<file path="config.mk">
export PLATFORM = sky130hd
export DESIGN_NAME = pfc_mode_sel
export DESIGN_NICKNAME = d
export VERILOG_FILES = /design/src/rtl/pfc_mode_pkg.sv /design/src/rtl/pfc_cycle_timer.sv /design/src/rtl/pfc_clamp_calc.sv /design/src/rtl/pfc_ccm_blank.sv /design/src/rtl/pfc_mode_sel.sv
export SDC_FILE = /design/constraint.sdc
export NUM_CORES = 1
export LEC_CHECK = 0
export BUFFER_PORTS_ARGS = -buffer_cell sky130_fd_sc_hd__buf_2
export CAP_MARGIN = 30
export CORE_ASPECT_RATIO = 2
export CORE_MARGIN = 2
export CORE_UTILIZATION = 54
export CTS_BUF_LIST = sky130_fd_sc_hd__clkbuf_4
export CTS_CLUSTER_DIAMETER = 150
export DETAILED_ROUTE_END_ITERATION = 10
export HOLD_SLACK_MARGIN = 0.15
export PLACE_DENSITY = 0.76
export RECOVER_POWER = 50
export SKIP_LAST_GASP = 1
export SLEW_MARGIN = 25
export SYNTH_ARGS = -nofsm -noshare
export SYNTH_HDL_FRONTEND = slang
export SYNTH_SLANG_ARGS = --single-unit
</file>
<file path="constraint.sdc">
create_clock -name clk -period 4 [get_ports clk]
set_input_delay 0.4 -clock clk [delete_from_list [all_inputs] [get_ports clk]]
set_output_delay 0.4 -clock clk [all_outputs]
set_load 0.005 [all_outputs]
</file>
<file path="src/rtl/pfc_mode_pkg.sv">
package pfc_mode_pkg;

  typedef enum logic [1:0] {
    MODE_CRM = 2'b00,
    MODE_DCM = 2'b01,
    MODE_CCM = 2'b10
  } pfc_mode_e;

  typedef enum logic [1:0] {
    PH_WAIT = 2'b00,
    PH_HOLD = 2'b01,
    PH_CCM  = 2'b10
  } pfc_phase_e;

endpackage

</file>
<file path="src/rtl/pfc_cycle_timer.sv">
module pfc_cycle_timer #(
  parameter int CNT_W = 10
) (
  input  logic             clk,
  input  logic             rst,
  input  logic             restart,
  output logic [CNT_W-1:0] tcnt
);

  localparam logic [CNT_W-1:0] TOP = '1;

  // Clock cycles since the last start; saturates instead of wrapping.
  always_ff @(posedge clk) begin
    if (rst)
      tcnt <= '0;
    else if (restart)
      tcnt <= '0;
    else if (tcnt != TOP)
      tcnt <= tcnt + 1'b1;
  end

endmodule

</file>
<file path="src/rtl/pfc_clamp_calc.sv">
module pfc_clamp_calc #(
  parameter int CNT_W      = 10,
  parameter int CLAMP_MIN  = 25,
  parameter int MAX_PERIOD = 130
) (
  input  logic             clk,
  input  logic             rst,
  input  logic [CNT_W-1:0] fold_period,
  output logic [CNT_W-1:0] clamp_q
);

  localparam logic [CNT_W-1:0] LO = CNT_W'(CLAMP_MIN);
  localparam logic [CNT_W-1:0] HI = CNT_W'(MAX_PERIOD - 1);

  logic [CNT_W-1:0] clamp_n;

  always_comb begin
    if (fold_period < LO)
      clamp_n = LO;
    else if (fold_period > HI)
      clamp_n = HI;
    else
      clamp_n = fold_period;
  end

  always_ff @(posedge clk) begin
    if (rst)
      clamp_q <= LO;
    else
      clamp_q <= clamp_n;
  end

  assert_clamp_range_R4: assert property (@(posedge clk) disable iff (rst)
    (clamp_q >= LO) && (clamp_q <= HI));

endmodule

</file>
<file path="src/rtl/pfc_ccm_blank.sv">
module pfc_ccm_blank #(
  parameter int BLANK_TICKS = 4
) (
  input  logic clk,
  input  logic rst,
  input  logic active,
  input  logic period_end,
  input  logic zcd,
  input  logic line_tick,
  output logic exit_req
);

  localparam int BW = $clog2(BLANK_TICKS + 1);
  localparam logic [BW-1:0] LAST = BW'(BLANK_TICKS - 1);

  logic          zcd_seen;
  logic [BW-1:0] bcnt;
  logic          long_now;

  // A continuous period is long when it ends without any zero-current pulse.
  assign long_now = period_end && !(zcd_seen || zcd);
  assign exit_req = active && line_tick && !long_now && (bcnt == LAST);

  always_ff @(posedge clk) begin
    if (rst || !active) begin
      zcd_seen <= 1'b0;
      bcnt     <= '0;
    end else begin
      if (period_end)
        zcd_seen <= 1'b0;
      else if (zcd)
        zcd_seen <= 1'b1;
      if (long_now)
        bcnt <= '0;
      else if (line_tick && !exit_req)
        bcnt <= bcnt + 1'b1;
    end
  end

  assert_blank_bound_R8: assert property (@(posedge clk) disable iff (rst)
    bcnt <= LAST);

  assert_blank_long_R8: assert property (@(posedge clk) disable iff (rst)
    (active && long_now) |=> (bcnt == '0));

endmodule

</file>
<file path="src/rtl/pfc_mode_sel.sv">
module pfc_mode_sel
  import pfc_mode_pkg::*;
#(
  parameter int CNT_W       = 10,
  parameter int CCM_PERIOD  = 50,
  parameter int CLAMP_MIN   = 25,
  parameter int MAX_PERIOD  = 130,
  parameter int BLANK_TICKS = 4
) (
  input  logic             clk,
  input  logic             rst,
  input  logic             zcd,
  input  logic             valley,
  input  logic             line_tick,
  input  logic [CNT_W-1:0] fold_period,
  input  logic             ccm_disable,
  output logic             gate_start,
  output logic [1:0]       mode
);

  localparam int CCM_ENTER = (CCM_PERIOD * 112) / 100;
  localparam logic [CNT_W-1:0] ENTER_C    = CNT_W'(CCM_ENTER);
  localparam logic [CNT_W-1:0] CCM_LAST   = CNT_W'(CCM_PERIOD - 1);
  localparam logic [CNT_W-1:0] TMAX_LAST  = CNT_W'(MAX_PERIOD - 1);
  localparam logic [CNT_W-1:0] TMAX_C     = CNT_W'(MAX_PERIOD);

  logic [CNT_W-1:0] tcnt;
  logic [CNT_W-1:0] clamp_q;
  logic             fire;
  logic             ccm_tick;
  logic             blank_exit;
  pfc_phase_e       phase_q, phase_n;
  pfc_mode_e        mode_q, mode_n;

  pfc_cycle_timer #(.CNT_W(CNT_W)) u_timer (
    .clk     (clk),
    .rst     (rst),
    .restart (fire),
    .tcnt    (tcnt)
  );

  pfc_clamp_calc #(
    .CNT_W      (CNT_W),
    .CLAMP_MIN  (CLAMP_MIN),
    .MAX_PERIOD (MAX_PERIOD)
  ) u_clamp (
    .clk         (clk),
    .rst         (rst),
    .fold_period (fold_period),
    .clamp_q     (clamp_q)
  );

  assign ccm_tick = (phase_q == PH_CCM) && (tcnt >= CCM_LAST);

  pfc_ccm_blank #(.BLANK_TICKS(BLANK_TICKS)) u_blank (
    .clk        (clk),
    .rst        (rst),
    .active     (phase_q == PH_CCM),
    .period_end (ccm_tick),
    .zcd        (zcd),
    .line_tick  (line_tick),
    .exit_req   (blank_exit)
  );

  always_comb begin
    fire    = 1'b0;
    phase_n = phase_q;
    mode_n  = mode_q;
    unique case (phase_q)
      PH_WAIT: begin
        if (zcd) begin
          if ((tcnt > ENTER_C) && !ccm_disable) begin
            fire    = 1'b1;
            phase_n = PH_CCM;
            mode_n  = MODE_CCM;
          end else if (tcnt >= clamp_q) begin
            fire    = 1'b1;
            mode_n  = MODE_CRM;
          end else begin
            phase_n = PH_HOLD;
            mode_n  = MODE_DCM;
          end
        end else if (tcnt >= TMAX_LAST) begin
          fire = 1'b1;
        end
      end
      PH_HOLD: begin
        if ((valley && (tcnt >= clamp_q)) || (tcnt >= TMAX_LAST)) begin
          fire    = 1'b1;
          phase_n = PH_WAIT;
        end
      end
      PH_CCM: begin
        if (ccm_disable || blank_exit) begin
          phase_n = PH_WAIT;
          mode_n  = MODE_CRM;
        end else if (ccm_tick) begin
          fire = 1'b1;
        end
      end
      default: begin
        phase_n = PH_WAIT;
        mode_n  = MODE_CRM;
      end
    endcase
  end

  always_ff @(posedge clk) begin
    if (rst) begin
      phase_q    <= PH_WAIT;
      mode_q     <= MODE_CRM;
      gate_start <= 1'b0;
    end else begin
      phase_q    <= phase_n;
      mode_q     <= mode_n;
      gate_start <= fire;
    end
  end

  assign mode = mode_q;

  assert_tmax_R5: assert property (@(posedge clk) disable iff (rst)
    tcnt < TMAX_C);

  assert_dcm_clamp_R2: assert property (@(posedge clk) disable iff (rst)
    (gate_start && (mode_q == MODE_DCM)) |-> ($past(tcnt) >= $past(clamp_q)));

  assert_ccm_period_R7: assert property (@(posedge clk) disable iff (rst)
    (gate_start && ($past(phase_q) == PH_CCM)) |-> ($past(tcnt) == CCM_LAST));

  assert_ccm_off_R9: assert property (@(posedge clk) disable iff (rst)
    ccm_disable |=> (mode_q != MODE_CCM));

  assert_mode_legal_R10: assert property (@(posedge clk) disable iff (rst)
    mode != 2'b11);

endmodule

</file>
==> results of run 1 <==
-- flip-flops by register name, indices dropped and copies added (netlist names) --
register and flops:
gate_start 1, u_clamp.clamp_q 10, u_blank.zcd_seen 1, phase_q 2, mode 2, u_blank.bcnt 3, u_timer.tcnt 10
-- metal layers --
layer  global-route usage (%)  share of wire (%)  up-vias  routed length (µm)
met1                    19.16                 38      657                1245
met2                    40.45                 57       27                1862
met3                    6.304                3.5        7                 116
met4                    11.21                1.9        0                  63
met5                        0                  0        -                   0
li1                         -                  -      714                   -
-- power by group --
part,switching (mW),internal (mW)
Sequential,0.00745,0.298
Combinational,0.0386,0.0272
Clock,0.110,0.129
-- synth_stat cells (2+ instances only) --
cell type	n	area, µm²
inv_1	20	75.07
a21oi_1	12	60.06
nand2_1	10	37.54
mux2i_1	2	20.02
and3_1	3	18.77
o211ai_1	2	15.01
a21o_1	4	30.03
xnor2_1	5	43.79
nor2_1	16	60.06
nor3_1	12	60.06
nand3_1	2	10.01
o21ai_0	5	25.02
ha_1	16	200.2
and2_1	3	18.77
dfxtp_1	29	580.6
nor4_1	3	18.77
nand4_1	3	18.77
xor2_1	2	17.52
nand2b_1	8	50.05
-- path summary, 6_finish.rpt --
path | from | slack (ns) | endpoint
worst min register to register | mode[1]$_SDFFE_PP0P_ | 0.46 | mode[1]$_SDFFE_PP0P_
worst max-delay path | u_timer.tcnt[0]$_SDFFE_PP0P_ | 1.55 | u_timer.tcnt[2]$_SDFFE_PP0P_
worst max register to register | u_timer.tcnt[0]$_SDFFE_PP0P_ | 1.55 | u_timer.tcnt[2]$_SDFFE_PP0P_
worst min-delay path | fold_period[0] | 0.26 | u_clamp.clamp_q[0]$_SDFF_PP1_
-- worst register-to-register path, stage by stage, from the launching register on --
cell	delay [ns]
dfxtp_1	0.39
inv_1	0.12
ha_1	0.29
nand2b_1	0.14
a21oi_1	0.15
o221ai_1	0.14
a21oi_1	0.54
o31ai_2	0.29
nor4_4	0.31
-- kinds of logic (layout without fill, tap and decap cells) --
| kind of cell | count (synthesis) | after routing | share of synthesized area (%) |
|---|---|---|---|
| simple gates | 72 | 72 | 24.27 |
| compound gates | 38 | 38 | 18.37 |
| flops | 29 | 29 | 35.07 |
| buf+inv | 22 | 46 | 5.064 |
| fa+ha+maj | 16 | 16 | 12.09 |
| xor+xnor | 7 | 7 | 3.704 |
| mux | 2 | 2 | 1.209 |
| other cells | 1 | 2 | 0.2265 |
-- area by class of cell --
class                   count  area [µm²]
multi-input cells         137       991.0
flip-flops and latches     29       580.6
repair buffers             18       86.33
fillers                   280        1094
well taps                  30       37.54
inverters                  20       75.07
clock inverters             3       41.29
clock buffers               5       37.54
==> out/qor.csv, run 1 <==
metric,value,unit
CP Class,register to register,
port buffer count,18,
outcome,completed,
max cap viols,0,
max-slew violations,0,
"commonest non-fill, non-tap cells in the layout","29 x dfxtp_1, 20 x inv_1, 16 x nor2_1, 16 x ha_1, 15 x buf_2",
slew margin rel.,45.07,%
r2r worst-path depth,8,
Num CTS Buffers,5,
first-pass GRT wire length,5658,µm
DR vias,1405,
Netlist Area Pre-Place,1655,µm²
WHS Path Cells,2,
clk_skew,0.01039,ns
setup ws final,1.550,ns
initial DRC count,21,
"most used cell, CP",a21oi_1,
Die Area,3551,µm²
crit end category,register,
GP Congestion,0.8336,
worst path buffer plus inverter count,1,
Placed Cells,234,
Final #Nets,243,
I/O pin count,19,
leakage power,0.8009,nW
PD cells,329.9,nW/µm²
vias per cell,5.806,
worst skew pair latency,0.34,ns
cell row count,28,
"CP delay by family, top",compound AO/OA/AOI/OAI gates,
Yosys cell types,49,
vias in the first global route,1383,
fin area,1849,µm²
chain of cells forming the critical path,"inv_1, ha_1, nand2b_1, a21oi_1, o221ai_1, a21oi_1, o31ai_2, nor4_4",
placement-stage cell area,1778,µm²
diodes inserted,0,
Worst-Margin Slew,0.8190,ns
Max Root-Sink Buffers,2,
maximum VDD drop,233.3,µV
CP max stage delay,0.54,ns
Critical Path Stages,8,
post-layout util,62.84,%
final period utilization,61.24,%
hold crit path type,primary input to register,
"Top FF cell, synth",dfxtp_1,
total wire length,3288,µm
Worst-path clk slew,0.09,ns
Tot GR Track Use,21.19,%
initial antenna violation count,0,
Async SR Flop Fraction,0,%
Pre-antenna DRT Iters,4,
DRC,0,
Hold Slack,0.2637,ns
gr ovfl total,0,
CP max-delay cell,a21oi_1,
cts hold-fix bufs,0,
sequential-to-total area share from yosys stat,35.07,%
number of synthesized flops with an enable pin,0,
synth warn,0,
Finish-stage setup viols,0,
RSZ-0062 raised after global routing,false,
Core Area,2943,µm²
post-layout power,0.6100,mW
H-tree depth,2,
post-CTS sizing,0,
post-CTS setup buffer count,0,
area delta synth->final,11.72,%
clock sink count,29,
Layout Cells excl Fill,242,
Root Driver,clkbuf_4,
largest net degree at the start of global routing,15,
CTS tree,built,
layout cells sized above 1,14.62,%
cell count after synthesis,187,
Yosys reg bits,29,
average wire per standard cell,13.59,µm
Worst EP arrival,2.70,ns
CP Launch Type,register,
"Req. time, crit path",4.25,ns
Die H,82.30,µm
Die Width,43.15,µm
CP Max Fanout,10,
Initial Utilization,56.25,%
Total Negative Setup Slacks,0,ns
Avg Synthesized Cell Area,8.852,µm²
Final ANT Viol Nets,0,
Final Hold Viols,0,
"most common cell after layout, fill and taps aside",dfxtp_1,
min Tclk post-route,2.450,ns
Detailed Place HPWL,2652,µm
post-place setup slack,1.530,ns
Max Fclk,408.2,MHz
Power figures use the tool's default switching activity.
==> inputs of run 2 (changes only) <==
==> constraint.sdc (replaced) <==
create_clock -name clk -period 2.5 [get_ports clk]
set_input_delay 0.25 -clock clk [delete_from_list [all_inputs] [get_ports clk]]
set_output_delay 0.25 -clock clk [all_outputs]
set_load 0.005 [all_outputs]
==> run 2 against run 1 <==
Compared with the run above:
- largest cell class unchanged
- cell count increased by 2.9%
- critical path type unchanged
- clock-buffer cell count is 1 higher
- combinational power rose by 66%
==> out/qor.csv, run 2 (synthesis results as in run 1) <==
metric,value,unit,change
Pre-antenna DRT Iters,4,,unchanged
fin area,1887,µm²,+2.0%
average wire per standard cell,13.42,µm,-1.2%
Finish-stage setup viols,0,,unchanged
Worst-path clk slew,0.09,ns,about the same
diodes inserted,0,,unchanged
crit end category,register,,
Total Negative Setup Slacks,0,ns,unchanged
CP max stage delay,0.53,ns,about the same
hold crit path type,primary input to register,,
initial antenna violation count,0,,unchanged
"most common cell after layout, fill and taps aside",dfxtp_1,,
Tot GR Track Use,22.07,%,+0.89 points
initial DRC count,27,,+29%
Detailed Place HPWL,2592,µm,-2.3%
layout cells sized above 1,14.16,%,-0.47 points
DR vias,1443,,+2.7%
DRC,0,,unchanged
post-CTS sizing,0,,unchanged
first-pass GRT wire length,5809,µm,+2.7%
area delta synth->final,13.98,%,
Largest regs,"u_clamp.clamp_q (10), u_timer.tcnt (10), u_blank.bcnt (3)",,
CTS tree,built,,
Final ANT Viol Nets,0,,unchanged
post-CTS setup buffer count,0,,unchanged
PD cells,462.2,nW/µm²,+40%
Layout fillers,263,,-6.1%
H-tree depth,2,,unchanged
Die Area,3551,µm²,unchanged
worst skew pair latency,0.33,ns,about the same
Core Area,2943,µm²,unchanged
RSZ-0062 raised after global routing,false,,
Final Hold Viols,0,,unchanged
final period utilization,91.40,%,+30 points
CP Launch Type,register,,
Num CTS Buffers,5,,unchanged
largest net degree at the start of global routing,15,,unchanged
port buffer count,18,,unchanged
CP Class,register to register,,
maximum VDD drop,535.0,µV,+130%
setup ws final,0.2150,ns,-1.335 ns
vias per cell,5.795,,-0.18%
Placed Cells,236,,+0.85%
Max Root-Sink Buffers,2,,unchanged
Die Width,43.15,µm,unchanged
leakage power,0.8191,nW,+2.3%
"commonest non-fill, non-tap cells in the layout","29 x dfxtp_1, 20 x inv_1, 16 x nor2_1, 16 x ha_1",,
min Tclk post-route,2.285,ns,-0.1647 ns
Worst EP arrival,2.54,ns,-0.16 ns
GP Congestion,0.8574,,+2.9%
Layout Cells excl Fill,249,,+2.9%
gr ovfl total,0,,unchanged
clk_skew,0.004956,ns,-0.005431 ns
vias in the first global route,1391,,+0.58%
CP Max Fanout,10,,unchanged
placement-stage cell area,1793,µm²,+0.84%
"Req. time, crit path",2.75,ns,-1.50 ns
Root Driver,clkbuf_4,,
clock sink count,29,,unchanged
post-layout util,64.12,%,+1.3 points
outcome,completed,,
max cap viols,0,,unchanged
I/O pin count,19,,unchanged
Die H,82.30,µm,unchanged
post-place setup slack,0.2640,ns,-1.266 ns
Max Fclk,437.6,MHz,+7.2%
Final #Nets,250,,+2.9%
total wire length,3342,µm,+1.6%
CP max-delay cell,or4b_1,,
chain of cells forming the critical path,"inv_1, ha_1, or4b_1, o41ai_4, nand2_2, nand2b_1, o31ai_2, buf_4, nor4_4",,
cell row count,28,,unchanged
Initial Utilization,56.25,%,unchanged
max-slew violations,0,,unchanged
-- run 2: repair_timing --
item / CTS / global route
hold endpoints to repair: 5 / 0
endpoints found under the setup margin: 0 / 0
hold buffers: 5 / 0
-- run 2: report_power, final --
| group | switching (mW) | total (mW) | internal (mW) |
|---|---|---|---|
| Clock | 0.158 | 0.275 | 0.118 |
| Combinational | 0.0608 | 0.109 | 0.0483 |
| Sequential | 0.0116 | 0.488 | 0.476 |
-- run 2: layout make-up --
class	instances	area, µm²	share of cell area, %
Clock buffer	6	45.04	2.387
Tap cell	30	37.54	1.989
Sequential cell	29	580.6	30.77
Multi-Input combinational cell	137	991.0	52.52
Clock inverter	2	10.01	0.5305
Timing Repair Buffer	25	147.6	7.825
Inverter	20	75.07	3.979
-- run 2: critical path, delay by kind of cell (launching register included) --
family,cells,cell delay (ns)
compound gates,2,0.30
fa+ha+maj,1,0.18
buf+inv,2,0.27
flops,1,0.41
simple gates,4,1.04
-- run 2: path summary, 6_finish.rpt --
path,from,to,slack (ns),cells after the start
min,line_tick,u_blank.bcnt[2]$_SDFFE_PP0P_,0.17,2
max reg2reg,u_timer.tcnt[1]$_SDFFE_PP0P_,u_timer.tcnt[2]$_SDFFE_PP0P_,0.21,9
min reg2reg,mode[1]$_SDFFE_PP0P_,mode[1]$_SDFFE_PP0P_,0.47,2
max,u_timer.tcnt[1]$_SDFFE_PP0P_,u_timer.tcnt[2]$_SDFFE_PP0P_,0.21,9
-- run 2: routing by layer --
metal  global-route usage [%]  vias up  share of wire (%)
met5                        0        -                  0
met4                    13.33        0                2.9
met3                    4.565        9                2.7
met2                    41.34       27                 56
met1                    21.20      688                 38
li1                         -      719                  -
-- run 2: stage by stage --
step | hold slack [ns] | power [mW]
2_1_floorplan | 0.3566 | 0.5667
5_1_grt | 0.1781 | 0.9180
4_1_cts | 0.1632 | 0.8839
3_5_place_dp | 0.4578 | 0.6044
3_3_place_gp | 0.4377 | 0.5985
6_report | 0.1737 | 0.8720
==> inputs of run 3 (changes only) <==
--- a/config.mk
+++ b/config.mk
@@ -7,17 +7,20 @@
 export LEC_CHECK = 0
 export BUFFER_PORTS_ARGS = -buffer_cell sky130_fd_sc_hd__buf_2
 export CAP_MARGIN = 30
+export CELL_PAD_IN_SITES_DETAIL_PLACEMENT = 0
+export CELL_PAD_IN_SITES_GLOBAL_PLACEMENT = 1
 export CORE_ASPECT_RATIO = 2
 export CORE_MARGIN = 2
-export CORE_UTILIZATION = 54
+export CORE_UTILIZATION = 46
 export CTS_BUF_LIST = sky130_fd_sc_hd__clkbuf_4
 export CTS_CLUSTER_DIAMETER = 150
 export DETAILED_ROUTE_END_ITERATION = 10
 export HOLD_SLACK_MARGIN = 0.15
-export PLACE_DENSITY = 0.76
+export PLACE_DENSITY = 0.83
 export RECOVER_POWER = 50
 export SKIP_LAST_GASP = 1
 export SLEW_MARGIN = 25
 export SYNTH_ARGS = -nofsm -noshare
 export SYNTH_HDL_FRONTEND = slang
 export SYNTH_SLANG_ARGS = --single-unit
+export TNS_END_PERCENT = 50
==> run 3 against run 2 <==
Compared with the run above:
- flip-flop and latch count stayed put
- combinational power hardly changed
- clock skew is 0.00062 ns lower
- routed wire length is 0.54% lower
- power is 2.1% lower
- clock-buffer cell count is 1 lower
- critical path depth stayed put
- cell count is 6.8% higher
- register-to-register slack better by 0.02 ns
- worst hold slack worse by 0.0097 ns
- die area is 16% higher
- maximum frequency is 0.79% higher
==> out/qor.csv, run 3 (synthesis results as in run 1) <==
metric,value,unit,change
Tot GR Track Use,19.92,%,-2.2 points
Core Area,3416,µm²,+16%
Layout fillers,353,,+34%
post-layout util,55.49,%,-8.6 points
hold crit path type,primary input to register,,
maximum VDD drop,397.8,µV,-26%
worst skew pair latency,0.32,ns,about the same
Final #Nets,249,,-0.40%
CP max stage delay,0.54,ns,about the same
"commonest non-fill, non-tap cells in the layout","29 x dfxtp_1, 20 x inv_1, 16 x nor2_1, 16 x ha_1, 13 x buf_2",,
diodes inserted,0,,unchanged
Initial Utilization,48.46,%,-7.8 points
Largest regs,"u_clamp.clamp_q (10), u_timer.tcnt (10), u_blank.bcnt (3)",,
post-CTS sizing,0,,unchanged
clock sink count,29,,unchanged
largest net degree at the start of global routing,15,,unchanged
"CP delay by family, top",simple AND/OR/NAND/NOR gates,,
Final ANT Viol Nets,0,,unchanged
chain of cells forming the critical path,"inv_1, ha_1, or4b_1, o41ai_4, nand2_2, nand2b_1, o31ai_2, buf_4, nor4_4",,
I/O pin count,19,,unchanged
average wire per standard cell,12.50,µm,-6.9%
hold wc startpoint,fold_period[2],,
H-tree depth,2,,unchanged
PD cells,450.5,nW/µm²,-2.5%
vias in the first global route,1396,,+0.36%
Max Root-Sink Buffers,2,,unchanged
crit end category,register,,
Worst EP arrival,2.51,ns,-0.03 ns
Critical Path Stages,9,,unchanged
total wire length,3324,µm,-0.54%
r2r setup slk,0.23,ns,+0.02 ns
Final Hold Viols,0,,unchanged
port buffer count,18,,unchanged
Hold Path Sink,u_clamp.clamp_q[2]$_SDFF_PP0_,,
leakage power,0.8131,nW,-0.73%
Reg-to-Reg End,u_timer.tcnt[2]$_SDFFE_PP0P_,,
RSZ-0062 raised after global routing,false,,
initial DRC count,22,,-19%
clk_skew,0.004333,ns,-0.0006224 ns
min Tclk post-route,2.267,ns,-0.01784 ns
initial antenna violation count,0,,unchanged
Die H,88.84,µm,+7.9%
CP Max Fanout,10,,unchanged
R2R Path Start,u_timer.tcnt[1]$_SDFFE_PP0P_,,
vias per cell,5.259,,-9.2%
Finish-stage setup viols,0,,unchanged
cts hold-fix bufs,4,,-1
max-slew violations,0,,unchanged
Pre-antenna DRT Iters,3,,-1
cell row count,30,,+7.1%
GP Congestion,0.8264,,-3.6%
DRC,0,,unchanged
CP Class,register to register,,
"Req. time, crit path",2.74,ns,about the same
Total Negative Setup Slacks,0,ns,unchanged
max cap viols,0,,unchanged
area delta synth->final,14.51,%,
outcome,completed,,
CP max-delay cell,or4b_1,,
CTS tree,built,,
Max Fclk,441.1,MHz,+0.79%
gr ovfl total,0,,unchanged
WHS Path Cells,3,,+1
Die Width,46.42,µm,+7.6%
final period utilization,90.69,%,-0.71 points
Worst-path clk slew,0.09,ns,about the same
first-pass GRT wire length,5920,µm,+1.9%
r2r worst-path depth,9,,unchanged
DR vias,1399,,-3.0%
Die Area,4123,µm²,+16%
post-CTS setup buffer count,0,,unchanged
Num CTS Buffers,5,,unchanged
"most common cell after layout, fill and taps aside",dfxtp_1,,
Root Driver,clkbuf_4,,
layout cells sized above 1,13.76,%,-0.39 points
CP Launch Type,register,,
post-layout power,0.8539,mW,-2.1%
Detailed Place HPWL,2666,µm,+2.9%
worst path buffer plus inverter count,2,,unchanged
run 3: cell count changes in the layout (fill, tap and decap cells not counted):
| cell | change |
|---|---|
| clkbuf_1 | -1 |
| clkinv_2 | -1 |
| buf_2 | +1 |
| clkbuf_4 | -1 |
| dlygate4sd3_1 | -1 |
| clkinv_1 | +2 |
run 3: worst register-to-register path: cells and delay by family (launching register included):
family | cells | cell delay [ns]
AO/OA/AOI/OAI | 2 | 0.30
adder cells (fa/ha/maj) | 1 | 0.17
buffers and inverters | 2 | 0.27
flip-flops | 1 | 0.40
AND/OR/NAND/NOR | 4 | 1.04
run 3: report_power, final:
| part | switching, mW | leakage [nW] | internal, mW | total [mW] |
|---|---|---|---|---|
| Sequential | 0.0113 | 0.237 | 0.476 | 0.487 |
| Clock | 0.157 | 0.0300 | 0.101 | 0.258 |
| Combinational | 0.0611 | 0.546 | 0.0472 | 0.108 |
run 3: worst max-delay path by stage:
stage	from	endpoint
floorplan	u_timer.tcnt[0]$_SDFFE_PP0P_	u_timer.tcnt[2]$_SDFFE_PP0P_
global placement	u_timer.tcnt[1]$_SDFFE_PP0P_	u_timer.tcnt[2]$_SDFFE_PP0P_
detailed placement	u_timer.tcnt[1]$_SDFFE_PP0P_	u_timer.tcnt[2]$_SDFFE_PP0P_
CTS	u_timer.tcnt[1]$_SDFFE_PP0P_	u_timer.tcnt[2]$_SDFFE_PP0P_
global route	u_timer.tcnt[1]$_SDFFE_PP0P_	u_timer.tcnt[2]$_SDFFE_PP0P_
finish	u_timer.tcnt[1]$_SDFFE_PP0P_	u_timer.tcnt[2]$_SDFFE_PP0P_
run 3: layout make-up:
class,instances,area [µm²],area share (%)
Clock inverter,3,12.51,0.6601
Multi-Input combinational cell,137,991.0,52.28
Timing Repair Buffer,24,138.9,7.327
Clock buffer,5,37.54,1.980
Inverter,20,75.07,3.960
Sequential cell,29,580.6,30.63
Tap cell,48,60.06,3.168
run 3: stage by stage:
step,hold slack (ns),worst slack (ns),cell area [µm²],std cells
floorplan,0.3566,0.3650,1659,188
global placement,0.4348,0.3123,1815,254
detailed placement,0.4474,0.2831,1815,254
CTS,0.1541,0.2610,1906,266
global route,0.1601,0.08777,1896,266
finish,0.1640,0.2328,1896,266
run 3: layer usage:
layer / track usage (%) / wire, µm / part of all wire [%]
met1: 20.18 / 1284 / 39
met2: 35.35 / 1873 / 56
met3: 4.490 / 69 / 2.1
met4: 10.91 / 97 / 2.9
met5: 0 / 0 / 0
